**src/rtl/bus_seq_pkg.sv**
```systemverilog
package bus_seq_pkg;
  // Per-cycle slot decode handed from control to datapath
  typedef struct packed {
    logic aleSlot;     // latch strobe window
    logic codeSlot;    // program read window (if external)
    logic readSlot;    // data read window
    logic writeSlot;   // data write window
    logic sampleSel;   // half-cycle boundary: re-evaluate fetch source
  } strobeT;
endpackage

```
**src/rtl/bus_seq_ctrl.sv**
```systemverilog
module bus_seq_ctrl
  import bus_seq_pkg::*;
#(
  parameter int HALF_LEN  = 6,
  parameter int ALE_FIRST = 1,
  parameter int ALE_WIDTH = 2
) (
  input  logic   clk,
  input  logic   rstN,
  input  logic   xdatReq,
  input  logic   xdatWrite,
  output strobeT strobes
);
  localparam int CYCLE_LEN  = 2 * HALF_LEN;
  localparam int PW         = $clog2(CYCLE_LEN);
  localparam int CODE_FIRST = ALE_FIRST + ALE_WIDTH;
  localparam logic [PW-1:0] LAST_P  = PW'(CYCLE_LEN - 1);
  localparam logic [PW-1:0] HALF_P  = PW'(HALF_LEN);
  localparam logic [PW-1:0] ALE_P   = PW'(ALE_FIRST);
  localparam logic [PW-1:0] CODE_P  = PW'(CODE_FIRST);
  localparam logic [PW-1:0] ONE_P   = PW'(1);
  localparam logic [PW-1:0] ZERO_P  = '0;

  logic [PW-1:0] phaseQ;
  logic          dataCycQ;
  logic          writeQ;
  logic [PW-1:0] subPhase;
  logic          secondHalf;
  logic          dataWin;

  // Machine-cycle phase counter and data-cycle latch
  always_ff @(posedge clk or negedge rstN) begin
    if (!rstN) begin
      phaseQ   <= ZERO_P;
      dataCycQ <= 1'b0;
      writeQ   <= 1'b0;
    end else begin
      if (phaseQ == LAST_P) begin
        phaseQ   <= ZERO_P;
        dataCycQ <= xdatReq;
        writeQ   <= xdatWrite;
      end else begin
        phaseQ <= phaseQ + ONE_P;
      end
    end
  end

  always_comb begin
    secondHalf = (phaseQ >= HALF_P);
    subPhase   = secondHalf ? (phaseQ - HALF_P) : phaseQ;
    dataWin    = dataCycQ && (phaseQ >= CODE_P);

    strobes.aleSlot   = (subPhase >= ALE_P) && (subPhase < CODE_P)
                        && !(dataCycQ && secondHalf);
    strobes.codeSlot  = (subPhase >= CODE_P) && !dataCycQ;
    strobes.readSlot  = dataWin && !writeQ;
    strobes.writeSlot = dataWin && writeQ;
    strobes.sampleSel = (subPhase == ZERO_P);
  end
endmodule

```
**src/rtl/bus_seq_dpath.sv**
```systemverilog
module bus_seq_dpath
  import bus_seq_pkg::*;
#(
  parameter int              ADDR_W   = 16,
  parameter logic [ADDR_W-1:0] CODE_TOP = 16'h3FFF
) (
  input  logic              clk,
  input  logic              rstN,
  input  strobeT            strobes,
  input  logic [ADDR_W-1:0] pc,
  input  logic              eaPin,
  output logic              ale,
  output logic              psenN,
  output logic              rdN,
  output logic              wrN,
  output logic              extFetch
);
  logic fetchExtQ;
  logic wantExt;

  assign wantExt = !eaPin || (pc > CODE_TOP);

  // Fetch source is re-evaluated once per half cycle
  always_ff @(posedge clk or negedge rstN) begin
    if (!rstN)                  fetchExtQ <= 1'b0;
    else if (strobes.sampleSel) fetchExtQ <= wantExt;
  end

  // Registered pin drivers
  always_ff @(posedge clk or negedge rstN) begin
    if (!rstN) begin
      ale   <= 1'b0;
      psenN <= 1'b1;
      rdN   <= 1'b1;
      wrN   <= 1'b1;
    end else begin
      ale   <= strobes.aleSlot;
      psenN <= !(strobes.codeSlot && fetchExtQ);
      rdN   <= !strobes.readSlot;
      wrN   <= !strobes.writeSlot;
    end
  end

  assign extFetch = fetchExtQ;
endmodule

```
**src/rtl/bus_strobe_seq.sv**
```systemverilog
module bus_strobe_seq
  import bus_seq_pkg::*;
#(
  parameter int              ADDR_W    = 16,
  parameter logic [ADDR_W-1:0] CODE_TOP  = 16'h3FFF,
  parameter int              HALF_LEN  = 6,
  parameter int              ALE_FIRST = 1,
  parameter int              ALE_WIDTH = 2
) (
  input  logic              clk,
  input  logic              rstN,
  input  logic [ADDR_W-1:0] pc,
  input  logic              eaPin,
  input  logic              xdatReq,
  input  logic              xdatWrite,
  output logic              ale,
  output logic              psenN,
  output logic              rdN,
  output logic              wrN,
  output logic              extFetch
);
  strobeT strobes;

  bus_seq_ctrl #(
    .HALF_LEN (HALF_LEN),
    .ALE_FIRST(ALE_FIRST),
    .ALE_WIDTH(ALE_WIDTH)
  ) i_ctrl (
    .clk      (clk),
    .rstN     (rstN),
    .xdatReq  (xdatReq),
    .xdatWrite(xdatWrite),
    .strobes  (strobes)
  );

  bus_seq_dpath #(
    .ADDR_W  (ADDR_W),
    .CODE_TOP(CODE_TOP)
  ) i_dpath (
    .clk     (clk),
    .rstN    (rstN),
    .strobes (strobes),
    .pc      (pc),
    .eaPin   (eaPin),
    .ale     (ale),
    .psenN   (psenN),
    .rdN     (rdN),
    .wrN     (wrN),
    .extFetch(extFetch)
  );
endmodule

```
**config.mk**
```make
export PLATFORM = sky130hd
export DESIGN_NAME = bus_strobe_seq
export DESIGN_NICKNAME = d
export VERILOG_FILES = /design/src/rtl/bus_seq_pkg.sv /design/src/rtl/bus_seq_ctrl.sv /design/src/rtl/bus_seq_dpath.sv /design/src/rtl/bus_strobe_seq.sv
export SDC_FILE = /design/constraint.sdc
export NUM_CORES = 1
export LEC_CHECK = 0
export BUFFER_PORTS_ARGS = -buffer_cell sky130_fd_sc_hd__buf_2
export CORE_MARGIN = 4
export CORE_UTILIZATION = 40
export CTS_CLUSTER_SIZE = 10
export DETAILED_ROUTE_END_ITERATION = 8
export MAX_ROUTING_LAYER = met4
export PLACE_DENSITY = 0.78
export SYNTH_ARGS = -nofsm -noshare
export SYNTH_HDL_FRONTEND = slang
export SYNTH_SLANG_ARGS = --single-unit
```
**constraint.sdc**
```tcl
create_clock -name clk -period 1.6 [get_ports clk]
set_clock_uncertainty 0.1 [all_clocks]
set_input_delay 0.48 -clock clk [delete_from_list [all_inputs] [get_ports clk]]
set_output_delay 0.48 -clock clk [all_outputs]
set_load 0.005 [all_outputs]
```
======== Word-level counts from Yosys, hierarchy flattened ========
Cells that the tools add are included.
word-level totals
  register bits after elaboration ......... 11
  bits in latches ......................... 0
  RAM bits ................................ 0
  memory bits (read-only) ................. 0
  input port bits ......................... 21
  output and inout bits ................... 5
  logic and storage cells ................. 36
  memories kept ........................... 0
cells by class
  add/subtract/negate cells ............... 2
  multipliers ............................. 0
  divide/modulo/power cells ............... 0
  magnitude comparators ................... 6
  equal/unequal tests ..................... 1
  shifts and indexed selects .............. 0
  mux-type cells .......................... 2
  bitwise gates (word level) .............. 0
  reduce and logical (&&, ||, !) cells .... 17
operators with widths
  operator                                                                            count
  16-bit by 14-bit greater-than comparator with 1-bit output (second input constant)  1
  4-bit by 2-bit >= comparator with 1-bit output (second input constant)              2
  1-bit logical AND                                                                   8
  4-bit 2-to-1 mux                                                                    2
  1-bit logical NOT                                                                   7
  4-bit by 1-bit adder with 4-bit output (second input constant)                      1
  4-bit == test (second input constant)                                               1
  4-bit by 1-bit >= comparator with 1-bit output (second input constant)              1
  4-bit by 3-bit >= comparator with 1-bit output (second input constant)              1
  4-bit logical NOT                                                                   1
  4-bit by 2-bit < comparator with 1-bit output (second input constant)               1
  4-bit by 3-bit subtractor with 4-bit output (second input constant)                 1
  1-bit logical OR                                                                    1

======== Longest topological paths before layout ========
  word-level depth ........................ 6
  depth in mapped cells ................... 4
  depth with buffers taken out ............ 4

======== Modules after synthesis ========
Synthesis repeated with hierarchy kept, for this count alone.
second synthesis, totals
  cells, all modules ...................... 49
  area total of the unflattened synthesis .. 541.8 um^2
by module, submodules not included
  module         instances  cells an instance  area each (um^2)  seq. area each (um^2)
  bus_seq_ctrl   1          38                 387.9             150.1
  bus_seq_dpath  1          11                 153.9             128.9

======== Least setup slack after synthesis ========
No wires, ideal clock.
  kind .................................... reg2reg
  from .................................... register i_ctrl.phaseQ[0]
  to ...................................... register i_ctrl.dataCycQ
  library setup time ...................... 0.125 ns
  arrival time ............................ 1.239 ns
  required time ........................... 1.375 ns
  path slack .............................. 0.136 ns
  stages on the path, launching flop included .. 5
  path buffers ............................ 0
  period minus slack after synthesis ...... 1.464 ns
  path through ............................ dfrtp_1 -> ha_1 -> and2b_1 -> nand2_1 -> mux2_2
on the way
  cells in the longest elaborated chain, start to end .. 1
RTL lines
  element                 line                text
  from (decl)             bus_seq_ctrl.sv:24  logic [PW-1:0] phaseQ;
  from (signal assigned)  bus_seq_ctrl.sv:43  phaseQ <= phaseQ + ONE_P;
  4-bit == test           bus_seq_ctrl.sv:38  if (phaseQ == LAST_P) begin
  to (signal assigned)    bus_seq_ctrl.sv:40  dataCycQ <= xdatReq;
  to (decl)               bus_seq_ctrl.sv:25  logic dataCycQ;
Every way passes these cells.
A chain may end at the register's enable or synchronous reset.

======== Final worst setup path ========
  from .................................... register i_dpath.rdN
  to ...................................... output rdN
RTL lines
  element                 line                  text
  from (decl)             bus_seq_dpath.sv:14   output logic rdN,
  from (signal assigned)  bus_seq_dpath.sv:39   rdN <= !strobes.readSlot;
  to (decl)               bus_strobe_seq.sv:18  output logic rdN,
No word-level cell between the ends.

==> flow_summary.json <==
{
  "track_usage_pct": 11.0,
  "grt_antenna_before_repair": 0,
  "timing.critical_path.slowest_stage_cell": "dfstp_2",
  "n_antenna_cell": 0,
  "area_growth_pct": 21.7,
  "cts_sinks": 11,
  "synth_edf_count": 0,
  "die_area_mm2": 0.00195,
  "vias": 401,
  "power_leakage_nw": 0.297,
  "io_pins": 26,
  "dr.first_iter.drc_count": 5,
  "synth_area_um2": 524,
  "drive_above_1_share_pct": 35.4,
  "min_period_ns": 1.46,
  "busiest_layer": "met2",
  "finalWorstSetupSlack_ns": 0.138,
  "start_kind": "flop",
  "nNetsFinal": 89,
  "crit_arrival_ns": 0.88,
  "ys.flop_type": "dfrtp_1",
  "dr.pass1.iters": 4,
  "path_clk_slew_ns": 0.07,
  "drt-total-wl_um": 896,
  "finalMaxSlewViolations": 0,
  "finalSetupViolCount": 0,
  "fin_tns_setup_ns": 0,
  "swShare_pct": 20.5,
  "fin_util_pct": 54.5,
  "min_period_over_period_pct": 91.4,
  "ys_ff_latch": 11,
  "fp.coreArea_mm2": 0.00117,
  "gp_congestion": 0.774,
  "cts_buffers": 3,
  "ir_drop_v": 0.000539,
  "wl_per_cell_um": 11.3,
  "worst_pin_slew_ns": 0.273,
  "yosysUniqueCellTypes": 23,
  "avgViaCountPerCell": 5.08,
  "internal-power_mw": 0.389,
  "yosysTopAreaCell": "dfrtp_1",
  "rsz0062_at_grt": "no",
  "yosys-top-cells-count": "dfrtp_1 (8), o21ai_0 (4)",
  "cp.required_ns": 1.02,
  "cts_tree": "done",
  "use_met2_pct": 15.4,
  "ys.warnings.count": 0,
  "grt_max_degree": 12,
  "netlist_instances": 49,
  "max_stage_delay_ns": 0.52,
  "drc": 0,
  "syn_nets": 72,
  "status": "finished, final reports clean",
  "p_per_area_mw_per_mm2": 767,
  "grt_util_met1_pct": 12.5,
  "combinationalPowerShare_pct": 4.1,
  "cp-end-kind": "primary output",
  "final-hold-violation-count": 0,
  "ys_top_cells_by_area": "dfrtp_1 (38%), dfstp_2 (15%), mux2_2 (6.4%)",
  "hpwl_um": 673,
  "synth_top_cell_area_share_pct": 38.2,
  "dp_slack_ns": 0.153,
  "die_w_um": 44.2,
  "drv_cap": 0,
  "root_buffer": "clkbuf_4",
  "seq_power_share_pct": 58.1,
  "synth_area_per_cell_um2": 10.7,
  "cp_cell_sequence": "buf_2",
  "gr-total-overflow": 0,
  "htree_levels": 1,
  "grt_pass1_vias": 353,
  "grt_pass1_wl_um": 1460,
  "min_path_type": "input pin to flop",
  "die_h_um": 44.2,
  "fill_cells": 116,
  "rows": 12,
  "yosysMostFrequentCell": "dfrtp_1",
  "met3_usage_pct": 7.32,
  "crit_type": "flop to primary output",
  "port_buffers": 11,
  "synth-async-reset-ratio_pct": 100,
  "maxClockFrequency_ghz": 0.684,
  "crit_family": "flip-flops",
  "clk_latency_ns": 0.26,
  "maxSlewHeadroom_pct": 81.8,
  "clkPwrFrac_pct": 37.7,
  "cts_buffer_depth": 2,
  "ys_seq_area_share_pct": 53.2,
  "ant_nets": 0,
  "p_sw_mw": 0.100,
  "path_buf_inv": 1,
  "critPathMaxFanout": 1,
  "start_util_pct": 44.8
}
## cell usage in the layout, fill, tap and decap left out, types with 2 or more instances in the layout
| cell type | count |
|---|---|
| ha_1 | 2 |
| a21oi_1 | 2 |
| nand3b_1 | 2 |
| dfstp_2 | 3 |
| buf_4 | 3 |
| buf_2 | 11 |
| nor2_1 | 2 |
| nand2b_1 | 2 |
| a31oi_1 | 2 |
| nand2_1 | 3 |
| clkbuf_4 | 3 |
| nand3_1 | 2 |
| inv_1 | 3 |
| mux2_2 | 3 |
| dfrtp_1 | 8 |
| o21ai_0 | 4 |
## through the flow
stage / area, µm² / hold WS, ns / total power [mW] / instances
3_3_place_gp: 602 / 0.253 / 0.307 / 74
5_1_grt: 638 / 0.343 / 0.524 / 79
3_5_place_dp: 602 / 0.261 / 0.309 / 74
2_1_floorplan: 524 / 0.0844 / 0.294 / 49
6_report: 638 / 0.343 / 0.489 / 79
4_1_cts: 638 / 0.335 / 0.500 / 79
## repair_timing
item / in CTS / in global routing
endpoints found under the hold margin: 8 / 0
hold buffers: 1 / 0
gates resized for setup: 0 / 0
buffers inserted: 0 / 0
## kinds of logic (layout without fill, tap and decap cells)
kind of cell	Yosys count	after routing	share of synthesized area (%)
mux	3	3	6.44
fa+ha+maj	2	2	4.77
buf+inv	6	22	5.49
simple gates	16	16	17.4
flops	11	11	53.2
xor+xnor	1	1	1.67
compound gates	10	10	11.0
## state kept, by name (all words and copies together), names as in the netlist
name	cells
i_dpath.wrN	1
i_dpath.psenN	1
i_ctrl.phaseQ	4
i_dpath.ale	1
i_ctrl.writeQ	1
i_dpath.rdN	1
i_dpath.extFetch	1
i_ctrl.dataCycQ	1
## area by class of cell
type                       count  area (µm²)  area share [%]
tap                           14        17.5            2.75
multi-input combinational     32         216            33.9
clock buffer                   4        26.3            4.12
inverter                       3        11.3            1.76
sequential                    11         279            43.7
timing repair buffer          15        87.6            13.7
## final timing paths
check                                                   end                        from  depth (start not counted)  slack [ns]
worst min-delay path            i_ctrl.dataCycQ$_DFFE_PN0N_                     xdatReq                          2        0.34
worst max-delay path                                    rdN       i_dpath.rdN$_DFF_PN1_                          1        0.14
worst min register to register        i_dpath.wrN$_DFF_PN1_   i_ctrl.writeQ$_DFFE_PN0N_                          1        0.34
min in group asynchronous             i_dpath.ale$_DFF_PN0_                        rstN                          2        0.51
max in group asynchronous             i_dpath.rdN$_DFF_PN1_                        rstN                          2        0.63
worst max register to register    i_ctrl.writeQ$_DFFE_PN0N_  i_ctrl.phaseQ[0]$_DFF_PN0_                          4        0.15
## power groups by stage
| stage | sequential [mW] | clock [mW] | combinational, mW |
|---|---|---|---|
| floorplan | 0.289 | 0 | 0.00511 |
| global placement | 0.289 | 0 | 0.0181 |
| detailed placement | 0.289 | 0 | 0.0191 |
| CTS | 0.284 | 0.195 | 0.0211 |
| global route | 0.285 | 0.216 | 0.0236 |
| finish | 0.284 | 0.185 | 0.0203 |
## routing by layer
metal / share of wire [%] / vias to the layer above
met1: 42 / 185
met4: 0.89 / 0
met5: 0 / -
met3: 9.8 / 2
met2: 47 / 13
li1: - / 201
Note: power is estimated with default switching activity, not from simulation.
